==> config.mk <==
export PLATFORM = sky130hd
export DESIGN_NAME = wide_narrow_bridge
export DESIGN_NICKNAME = d
export VERILOG_FILES = /design/src/rtl/bridge_pkg.sv /design/src/rtl/bridge_cmd_fifo.sv /design/src/rtl/bridge_narrow_seq.sv /design/src/rtl/wide_narrow_bridge.sv
export SDC_FILE = /design/constraint.sdc
export NUM_CORES = 2
export LEC_CHECK = 0
export BUFFER_PORTS_ARGS = -buffer_cell sky130_fd_sc_hd__buf_2
export CORE_ASPECT_RATIO = 0.7
export CORE_MARGIN = 4
export CORE_UTILIZATION = 55
export CTS_BUF_LIST = sky130_fd_sc_hd__clkbuf_4 sky130_fd_sc_hd__clkbuf_8 sky130_fd_sc_hd__clkbuf_16
export DETAILED_ROUTE_END_ITERATION = 6
export PLACE_DENSITY = 0.78
export RECOVER_POWER = 25
export SETUP_SLACK_MARGIN = 0.5
export SYNTH_ARGS = -nofsm -noshare
export SYNTH_HDL_FRONTEND = slang
export SYNTH_SLANG_ARGS = --single-unit
==> constraint.sdc <==
create_clock -name clk -period 4.79 [get_ports clk]
set_input_delay 0.958 -clock clk [delete_from_list [all_inputs] [get_ports clk]]
set_output_delay 0.958 -clock clk [all_outputs]
set_load 0.02 [all_outputs]
==> src/rtl/bridge_pkg.sv <==
package bridge_pkg;
    localparam int AW  = 32;
    localparam int NW  = 32;
    localparam int WW  = 2 * NW;
    localparam int NSB = NW / 8;
    localparam int WSB = WW / 8;

    typedef struct packed {
        logic           is_wr;
        logic           wide;
        logic [AW-1:0]  addr;
        logic [WW-1:0]  data;
        logic [WSB-1:0] strb;
    } cmd_t;

    // Address of a narrow beat: full-width accesses force bit 2 to the beat index.
    function automatic logic [AW-1:0] beat_addr(cmd_t c, logic beat);
        return c.wide ? {c.addr[AW-1:3], beat, 2'b00} : c.addr;
    endfunction

    function automatic logic [NW-1:0] lane_data(cmd_t c, logic upper);
        return upper ? c.data[WW-1:NW] : c.data[NW-1:0];
    endfunction

    function automatic logic [NSB-1:0] lane_strb(cmd_t c, logic upper);
        return upper ? c.strb[WSB-1:NSB] : c.strb[NSB-1:0];
    endfunction
endpackage

==> src/rtl/bridge_cmd_fifo.sv <==
module bridge_cmd_fifo
    import bridge_pkg::*;
#(
    parameter int DEPTH = 8
) (
    input  logic                       clk,
    input  logic                       rst,
    input  logic                       push_a,
    input  cmd_t                       ent_a,
    input  logic                       push_b,
    input  cmd_t                       ent_b,
    input  logic                       pop,
    output cmd_t                       head,
    output logic [$clog2(DEPTH):0]     fill
);
    localparam int PW = $clog2(DEPTH);
    localparam int CW = PW + 1;

    cmd_t          mem [DEPTH];
    logic [PW-1:0] wptr, rptr;
    logic [PW-1:0] b_slot;

    // Port A always takes the earlier slot when both push together.
    assign b_slot = push_a ? wptr + PW'(1) : wptr;
    assign head   = mem[rptr];

    always_ff @(posedge clk) begin
        if (push_a) mem[wptr]   <= ent_a;
        if (push_b) mem[b_slot] <= ent_b;
    end

    always_ff @(posedge clk) begin
        if (rst) begin
            wptr <= '0;
            rptr <= '0;
            fill <= '0;
        end else begin
            wptr <= wptr + PW'(push_a) + PW'(push_b);
            rptr <= rptr + PW'(pop);
            fill <= fill + CW'(push_a) + CW'(push_b) - CW'(pop);
        end
    end

    AST_NO_OVERFLOW: assert property (@(posedge clk) disable iff (rst)
        (CW'(push_a) + CW'(push_b)) <= (CW'(DEPTH) - fill)) else $error("fifo overflow");
    AST_NO_UNDERFLOW: assert property (@(posedge clk) disable iff (rst)
        pop |-> (fill != '0)) else $error("fifo underflow");
endmodule

==> src/rtl/bridge_narrow_seq.sv <==
module bridge_narrow_seq
    import bridge_pkg::*;
(
    input  logic           clk,
    input  logic           rst,
    input  logic           nce,
    input  cmd_t           head,
    input  logic           have,
    output logic           pop,
    output logic           n_valid,
    input  logic           n_ready,
    output logic           n_write,
    output logic [AW-1:0]  n_addr,
    output logic [NW-1:0]  n_wdata,
    output logic [NSB-1:0] n_strb,
    input  logic           n_rvalid,
    input  logic [NW-1:0]  n_rdata,
    output logic           rsp_valid,
    output logic [WW-1:0]  rsp_data
);
    logic          beat;
    logic          wait_rd;
    logic [NW-1:0] lo_buf;
    logic          lane, last, issue, take;

    assign lane    = head.wide ? beat : head.addr[2];
    assign last    = !head.wide || beat;
    assign n_valid = have && !wait_rd;
    assign n_write = head.is_wr;
    assign n_addr  = beat_addr(head, beat);
    assign n_wdata = lane_data(head, lane);
    assign n_strb  = lane_strb(head, lane);
    assign issue   = nce && n_valid && n_ready;
    assign take    = nce && wait_rd && n_rvalid;
    assign pop     = (issue && head.is_wr && last) || (take && last);

    always_ff @(posedge clk) begin
        if (rst) begin
            beat      <= 1'b0;
            wait_rd   <= 1'b0;
            lo_buf    <= '0;
            rsp_valid <= 1'b0;
            rsp_data  <= '0;
        end else begin
            rsp_valid <= 1'b0;
            if (issue) begin
                if (head.is_wr) beat <= !last;
                else            wait_rd <= 1'b1;
            end
            if (take) begin
                wait_rd <= 1'b0;
                if (last) begin
                    beat      <= 1'b0;
                    rsp_valid <= 1'b1;
                    if (head.wide)  rsp_data <= {n_rdata, lo_buf};
                    else if (lane)  rsp_data <= {n_rdata, {NW{1'b0}}};
                    else            rsp_data <= {{NW{1'b0}}, n_rdata};
                end else begin
                    lo_buf <= n_rdata;
                    beat   <= 1'b1;
                end
            end
        end
    end

    AST_HOLD_STALL: assert property (@(posedge clk) disable iff (rst)
        (n_valid && !(nce && n_ready)) |=> (n_valid && $stable(n_addr) && $stable(n_write)
                                            && $stable(n_wdata) && $stable(n_strb)))
        else $error("stalled beat changed");
    AST_RSP_AFTER_WORD: assert property (@(posedge clk) disable iff (rst)
        rsp_valid |-> $past(nce && n_rvalid)) else $error("response without enabled read word");
    AST_RSP_PULSE: assert property (@(posedge clk) disable iff (rst)
        rsp_valid |=> !rsp_valid) else $error("response longer than one cycle");
    AST_READ_BLOCKS: assert property (@(posedge clk) disable iff (rst)
        (issue && !n_write) |=> !n_valid) else $error("beat offered during outstanding read");
endmodule

==> src/rtl/wide_narrow_bridge.sv <==
module wide_narrow_bridge
    import bridge_pkg::*;
#(
    parameter int DEPTH = 8
) (
    input  logic           clk,
    input  logic           rst,
    input  logic           nce,
    input  logic           wr_valid,
    output logic           wr_ready,
    input  logic [31:0]    wr_addr,
    input  logic [63:0]    wr_data,
    input  logic [7:0]     wr_strb,
    input  logic           wr_wide,
    input  logic           rd_valid,
    output logic           rd_ready,
    input  logic [31:0]    rd_addr,
    input  logic           rd_wide,
    output logic           rsp_valid,
    output logic [63:0]    rsp_data,
    output logic           n_valid,
    input  logic           n_ready,
    output logic           n_write,
    output logic [31:0]    n_addr,
    output logic [31:0]    n_wdata,
    output logic [3:0]     n_strb,
    input  logic           n_rvalid,
    input  logic [31:0]    n_rdata
);
    localparam int CW = $clog2(DEPTH) + 1;

    cmd_t          wr_ent, rd_ent, head;
    logic [CW-1:0] fill;
    logic          push_w, push_r, pop;
    logic          room;

    // Two free slots are kept so both channels may push in one cycle.
    assign room     = (fill + CW'(2)) <= CW'(DEPTH);
    assign wr_ready = room;
    assign rd_ready = room;
    assign push_w   = wr_valid && room;
    assign push_r   = rd_valid && room;

    assign wr_ent = '{is_wr: 1'b1, wide: wr_wide, addr: wr_addr, data: wr_data, strb: wr_strb};
    assign rd_ent = '{is_wr: 1'b0, wide: rd_wide, addr: rd_addr, data: '0, strb: '0};

    bridge_cmd_fifo #(.DEPTH(DEPTH)) u_fifo (
        .clk    (clk),
        .rst    (rst),
        .push_a (push_w),
        .ent_a  (wr_ent),
        .push_b (push_r),
        .ent_b  (rd_ent),
        .pop    (pop),
        .head   (head),
        .fill   (fill)
    );

    bridge_narrow_seq u_seq (
        .clk       (clk),
        .rst       (rst),
        .nce       (nce),
        .head      (head),
        .have      (fill != '0),
        .pop       (pop),
        .n_valid   (n_valid),
        .n_ready   (n_ready),
        .n_write   (n_write),
        .n_addr    (n_addr),
        .n_wdata   (n_wdata),
        .n_strb    (n_strb),
        .n_rvalid  (n_rvalid),
        .n_rdata   (n_rdata),
        .rsp_valid (rsp_valid),
        .rsp_data  (rsp_data)
    );

    AST_READY_RESET: assert property (@(posedge clk) $fell(rst) |-> (wr_ready && rd_ready && !n_valid))
        else $error("not idle after reset");
endmodule

==> After elaboration in Yosys (flattened, before gate mapping) <==
Memory sizes are Yosys's and may differ from the RTL's. A register that Yosys moved wholly into a read port is not among the register bits.
Cells that the tools add are included.
{ "word_totals": {"mem_bits_rw": 848, "elab_cells": 62, "inputBits": 177, "regBits": 109, "n_memories": 1, "output_inout_bits": 137} }
{ "memory_table": {"columns": ["name", "depth", "width", "rd", "rd_clocked_by_memory_dff", "wr", "line", "rtl"], "rows": [
  ["u_fifo.mem", 8, 106, 1, 1, 2, "bridge_cmd_fifo.sv:19", "cmd_t mem [DEPTH];"]
]} }
{ "classes": {"muxes": 17, "n_bitwise": 3, "reduce_logical": 24, "addsub": 8, "order_cmp": 1} }
{ "ops": {"columns": ["op", "count"], "rows": [
  ["$mux W64", 2],
  ["$mux W32", 1],
  ["$logic_and A1 B1 Y1", 10],
  ["$mux W1", 10],
  ["$add A3 B1 Y3", 3],
  ["$mux W3", 3],
  ["$add A4 B1 Y4", 2],
  ["$reduce_and A2 Y1", 4],
  ["$add A4 B2 Y4 const B", 1],
  ["$le A4 B4 Y1 const B", 1],
  ["$mux W4", 1],
  ["$reduce_bool A2 Y1", 2],
  ["$reduce_bool A4 Y1", 1],
  ["$reduce_or A2 Y1", 2],
  ["$sub A4 B1 Y4", 1],
  ["$add A3 B1 Y3 const B", 1],
  ["$logic_not A1 Y1", 3],
  ["$not A1 Y1", 3],
  ["$logic_or A1 B1 Y1", 2]
]} }

==> Longest topological paths before layout <==
{ "depth": {"depth_word": 9, "ltp_mapped": 13, "depth_no_buf": 12} }

==> By module <==
From an unflattened synthesis, not the netlist that was laid out.
{ "unflattened": {"hier_cells": 3285, "hier_area_um2": 47106.4} }
{ "modules_own_cells": {"columns": ["module", "seq_area_each_um2", "instances", "cells_each", "area_per_inst_um2"], "rows": [
  ["bridge_cmd_fifo", 25664.6, 1, 2695, 41985.3],
  ["bridge_narrow_seq", 1981.9, 1, 580, 5047.3],
  ["wide_narrow_bridge", 0.0, 1, 10, 73.8]
]} }

==> Worst setup path before layout <==
No wires, ideal clock.
{ "synth_timing": {"kind": "register -> register", "startpoint": "register u_fifo.fill[1]", "endpoint": "memory u_fifo.mem[1][100] (netlist name) (enable)", "setup_ns": 0.395, "path_slack_ns": 1.390, "path_buffers": 2, "synth_period_minus_slack_ns": 3.400, "arrival_ns": 3.005, "stages_incl_launch_ff": 10, "t_required_ns": 4.395, "cell_sequence": "dfxtp_1 -> ha_1 -> and3b_1 -> o21ai_1 -> inv_2 -> buf_4 -> o31a_1 -> nor3_2 -> buf_2 -> nand2b_1"} }
{ "synth_rtl": {"columns": ["item", "line", "rtl"], "rows": [
  ["from (decl)", "bridge_cmd_fifo.sv:14", "output logic [$clog2(DEPTH):0] fill"],
  ["from (signal assigned)", "bridge_cmd_fifo.sv:40", "fill <= fill + CW'(push_a) + CW'(push_b) - CW'(pop);"],
  ["to (decl)", "bridge_cmd_fifo.sv:19", null]
]} }

==> run summary <==
## Yosys
* Async SR Flop Fraction: 0
* synth unique cells: 43
* number of enable-type register cells in the synthesized netlist: 264
* Synth warnings: 0
* number of register bits inferred by synthesis: 957
* Post-Syn Nets: 4,519
* Netlist Area Pre-Place: 0.0427 mm²
* Synth Instances: 4,330
* mean post-synth cell area: 9.86 µm²
* share of synthesized area occupied by flip-flops and latches: 0.511
* predominant post-synthesis flop cell: dfxtp_1

## Finish
* Final Instance Area: 0.0474 mm²
* Area growth syn-to-layout: 11.1%
* commonest non-fill, non-tap cell in the layout: nand2_1
* area taken by flip-flops and latches: 0.0218 mm²
* total area of multi-input combinational cells: 0.0186 mm²
* final core occ: 0.617
* commonest non-fill, non-tap cells in the layout: nand2_1, dfxtp_1, a21oi_1, a22o_1, edfxtp_1
* Final Net Count: 4,477
* number of filler cells placed in the layout: 6,056
* layout cell share with drive strength beyond 1: 0.172

## Floorplanning
* Die Footprint: 0.0822 mm²
* cell row count: 85
* horizontal extent of the die: 341 µm
* starting density of the core: 0.555
* Floorplan Core Area: 0.0769 mm²
* Ports: 314
* Die Height: 241 µm

## Global routing
* number of antenna violations at the first check in global routing: 37
* GRT Residual Overflow: 0
* maximum number of pins on one net before global-route repair: 187
* global-route wire length before repair: 204,000 µm
* global router's overall resource usage: 0.320
* vias in the first global route: 33,371

## Drt
* total number of vias: 35,012
* remaining number of nets flagged by the antenna check after routing: 0
* Detailed Routing Iterations Pass 1: 6
* initial DRC count: 4,601
* average detailed-routed wire length per instance: 24.9 µm
* detailed-route vias per instance: 6.43
* remaining design rule violation count: 0
* sum of routed wire length over all layers: 136,000 µm

## Clock tree
* # clock sinks: 957
* H-tree levels: 3
* number of hold buffers added after CTS: 0
* clock slew seen by the registers of the worst setup and hold paths: 70 ps
* CTS tree: done
* Clock Latency Late Sink: 670 ps
* total CTS buffers: 92
* buffer levels on the longest clock path: 3
* clk root buf: clkbuf_16

## Timing
* count of pins over their slew limit: 100
* final sum of negative setup slack: 0 ps
* # setup viols final: 0
* setup repair after global routing missed its margin: no
* final clock period utilization by the worst path: 0.916
* transition time at the pin with the least slew margin: 2960 ps
* number of endpoints with negative hold slack in the final report: 0
* worst slack on hold paths: 448 ps
* relative slew slack: -0.985
* maximum clock rate: 0.228 GHz
* Final Critical Period: 4390 ps
* Setup Skew: 32.4 ps

## Critical path
* endpoint of the worst register-to-register path: u_fifo.mem[5][101]$_DFFE_PP_
* startpoint of the most critical register-to-register path: u_fifo.fill[2]$_SDFF_PP0_
* cell count of the worst reg-to-reg path: 10
* worst reg2reg setup slack: 560 ps
* Critical Path Sink Type: output port
* Worst Setup SP: u_fifo.rptr[0]$_SDFF_PP0_
* Worst Path Max Fanout: 17
* required time of the worst setup path: 3830 ps
* critical path class: reg2out
* startpoint type of the worst setup path: flop
* endpoint arrival time on the critical path: 3430 ps

## Placed design
* placer's final routability congestion estimate: 0.835
* count of input and output buffers: 313
* post-detailed-placement half-perimeter wirelength: 72,900 µm
* total cell area at the placement stage: 0.0441 mm²

## Run
* maximum capacitance violations: 3

## Hold path
* worst min-delay path class: reg2reg
* endpoint with the worst hold slack: u_seq.rsp_data[51]$_SDFFE_PP0P_
* hold path depth: 2
* Worst Hold Launch: u_seq.rsp_data[51]$_SDFFE_PP0P_

## Run status
* failing checks: capacitance limit, slew limit
* status: finished, violations left

## Power
* peak supply drop: 0.000535 V
* Static Leak: 17.0 nW
* pwr/cell area: 608 mW/mm²

==> power by group <==
part / switching [mW] / total (mW) / internal (mW)
registers: 0.992 / 11.6 / 10.6
logic: 5.79 / 9.32 / 3.53
clock network: 3.26 / 7.95 / 4.69
==> area by class of cell <==
type / count / share of cell area
antenna: 32 / 0.00169
clock buffer: 131 / 0.0581
tap: 1044 / 0.0275
inverter: 11 / 0.000870
sequential: 957 / 0.460
timing repair buffer: 380 / 0.0472
clock inverter: 43 / 0.0128
multi-input combinational: 2846 / 0.392
==> sequential cells by signal, indices dropped and copies added (netlist names) <==
register	cells
u_fifo.fill	4
u_fifo.mem	848
u_fifo.rptr	3
u_fifo.wptr	3
u_seq.beat	1
u_seq.lo_buf	32
u_seq.rsp_data	64
u_seq.rsp_valid	1
u_seq.wait_rd	1
==> timing repair <==
action,in CTS,in global routing
endpoints found under the setup margin,56,11
pin swaps,2,0
resized for setup,3,4
buffers inserted,4,0
gates cloned,2,0
==> cells by family (layout without fill, tap and decap cells) <==
kind of cell	Yosys count	after routing	synth area share
AO/OA/AOI/OAI	995	995	0.145
XOR/XNOR	8	8	0.00164
adder cells (fa/ha/maj)	12	12	0.00404
buffers and inverters	529	565	0.0580
flip-flops	957	957	0.511
multiplexers	282	282	0.129
other	0	32	0
AND/OR/NAND/NOR	1547	1549	0.152
==> cell usage after synthesis, types with 9 or more instances <==
cell | instances | area [µm²]
nand2b_1 | 45 | 282
inv_1 | 10 | 37.5
nand4b_1 | 36 | 315
dfxtp_1 | 693 | 13900
nor3_1 | 34 | 170
edfxtp_1 | 264 | 7930
a22o_1 | 304 | 2660
mux2_2 | 31 | 349
a21oi_1 | 644 | 3220
nand3_1 | 72 | 360
mux4_2 | 210 | 4730
o22ai_1 | 32 | 200
nand2_1 | 1226 | 4600
clkbuf_1 | 221 | 830
nand4_1 | 36 | 225
buf_2 | 118 | 591
buf_1 | 89 | 334
ha_1 | 9 | 113
buf_4 | 84 | 631
nor2_1 | 62 | 233
mux2i_1 | 40 | 400
==> through the flow <==
| stage | std cells | setup slack (ps) | power [mW] |
|---|---|---|---|
| finish | 5444 | 404 | 28.8 |
| global route | 5428 | 335 | 30.0 |
| CTS | 5412 | 511 | 28.7 |
| detailed placement | 5232 | 813 | 20.7 |
| global placement | 5232 | 864 | 20.4 |
| floorplan | 4330 | 1390 | 17.8 |
==> worst max-delay path: stages, from the launching register on <==
cell     delay (ps)
dfxtp_4         570
mux2i_1         280
a22o_1          520
or3_4           440
buf_4           300
nand4_1         130
nand3_1         280
buf_2           220
==> routing by layer <==
metal	up-vias	wire length, µm	global-route usage
met4	18	4870	0.125
met1	17074	52900	0.439
li1	15206	-	-
met2	2324	60700	0.491
met5	-	123	0
met3	390	17000	0.0850
==> worst max path at each step <==
| stage | end | depth (start not counted) | slack (ps) |
|---|---|---|---|
| 2_1_floorplan | u_fifo.mem[1][100]$_DFFE_PP_ | 9 | 1390 |
| 3_3_place_gp | u_fifo.fill[3]$_SDFF_PP0_ | 12 | 860 |
| 5_1_grt | n_wdata[1] | 7 | 330 |
| 4_1_cts | n_wdata[1] | 7 | 510 |
| 3_5_place_dp | n_wdata[1] | 7 | 810 |
| 6_report | n_wdata[1] | 7 | 400 |
No activity file was read; power rests on OpenSTA's default activity.
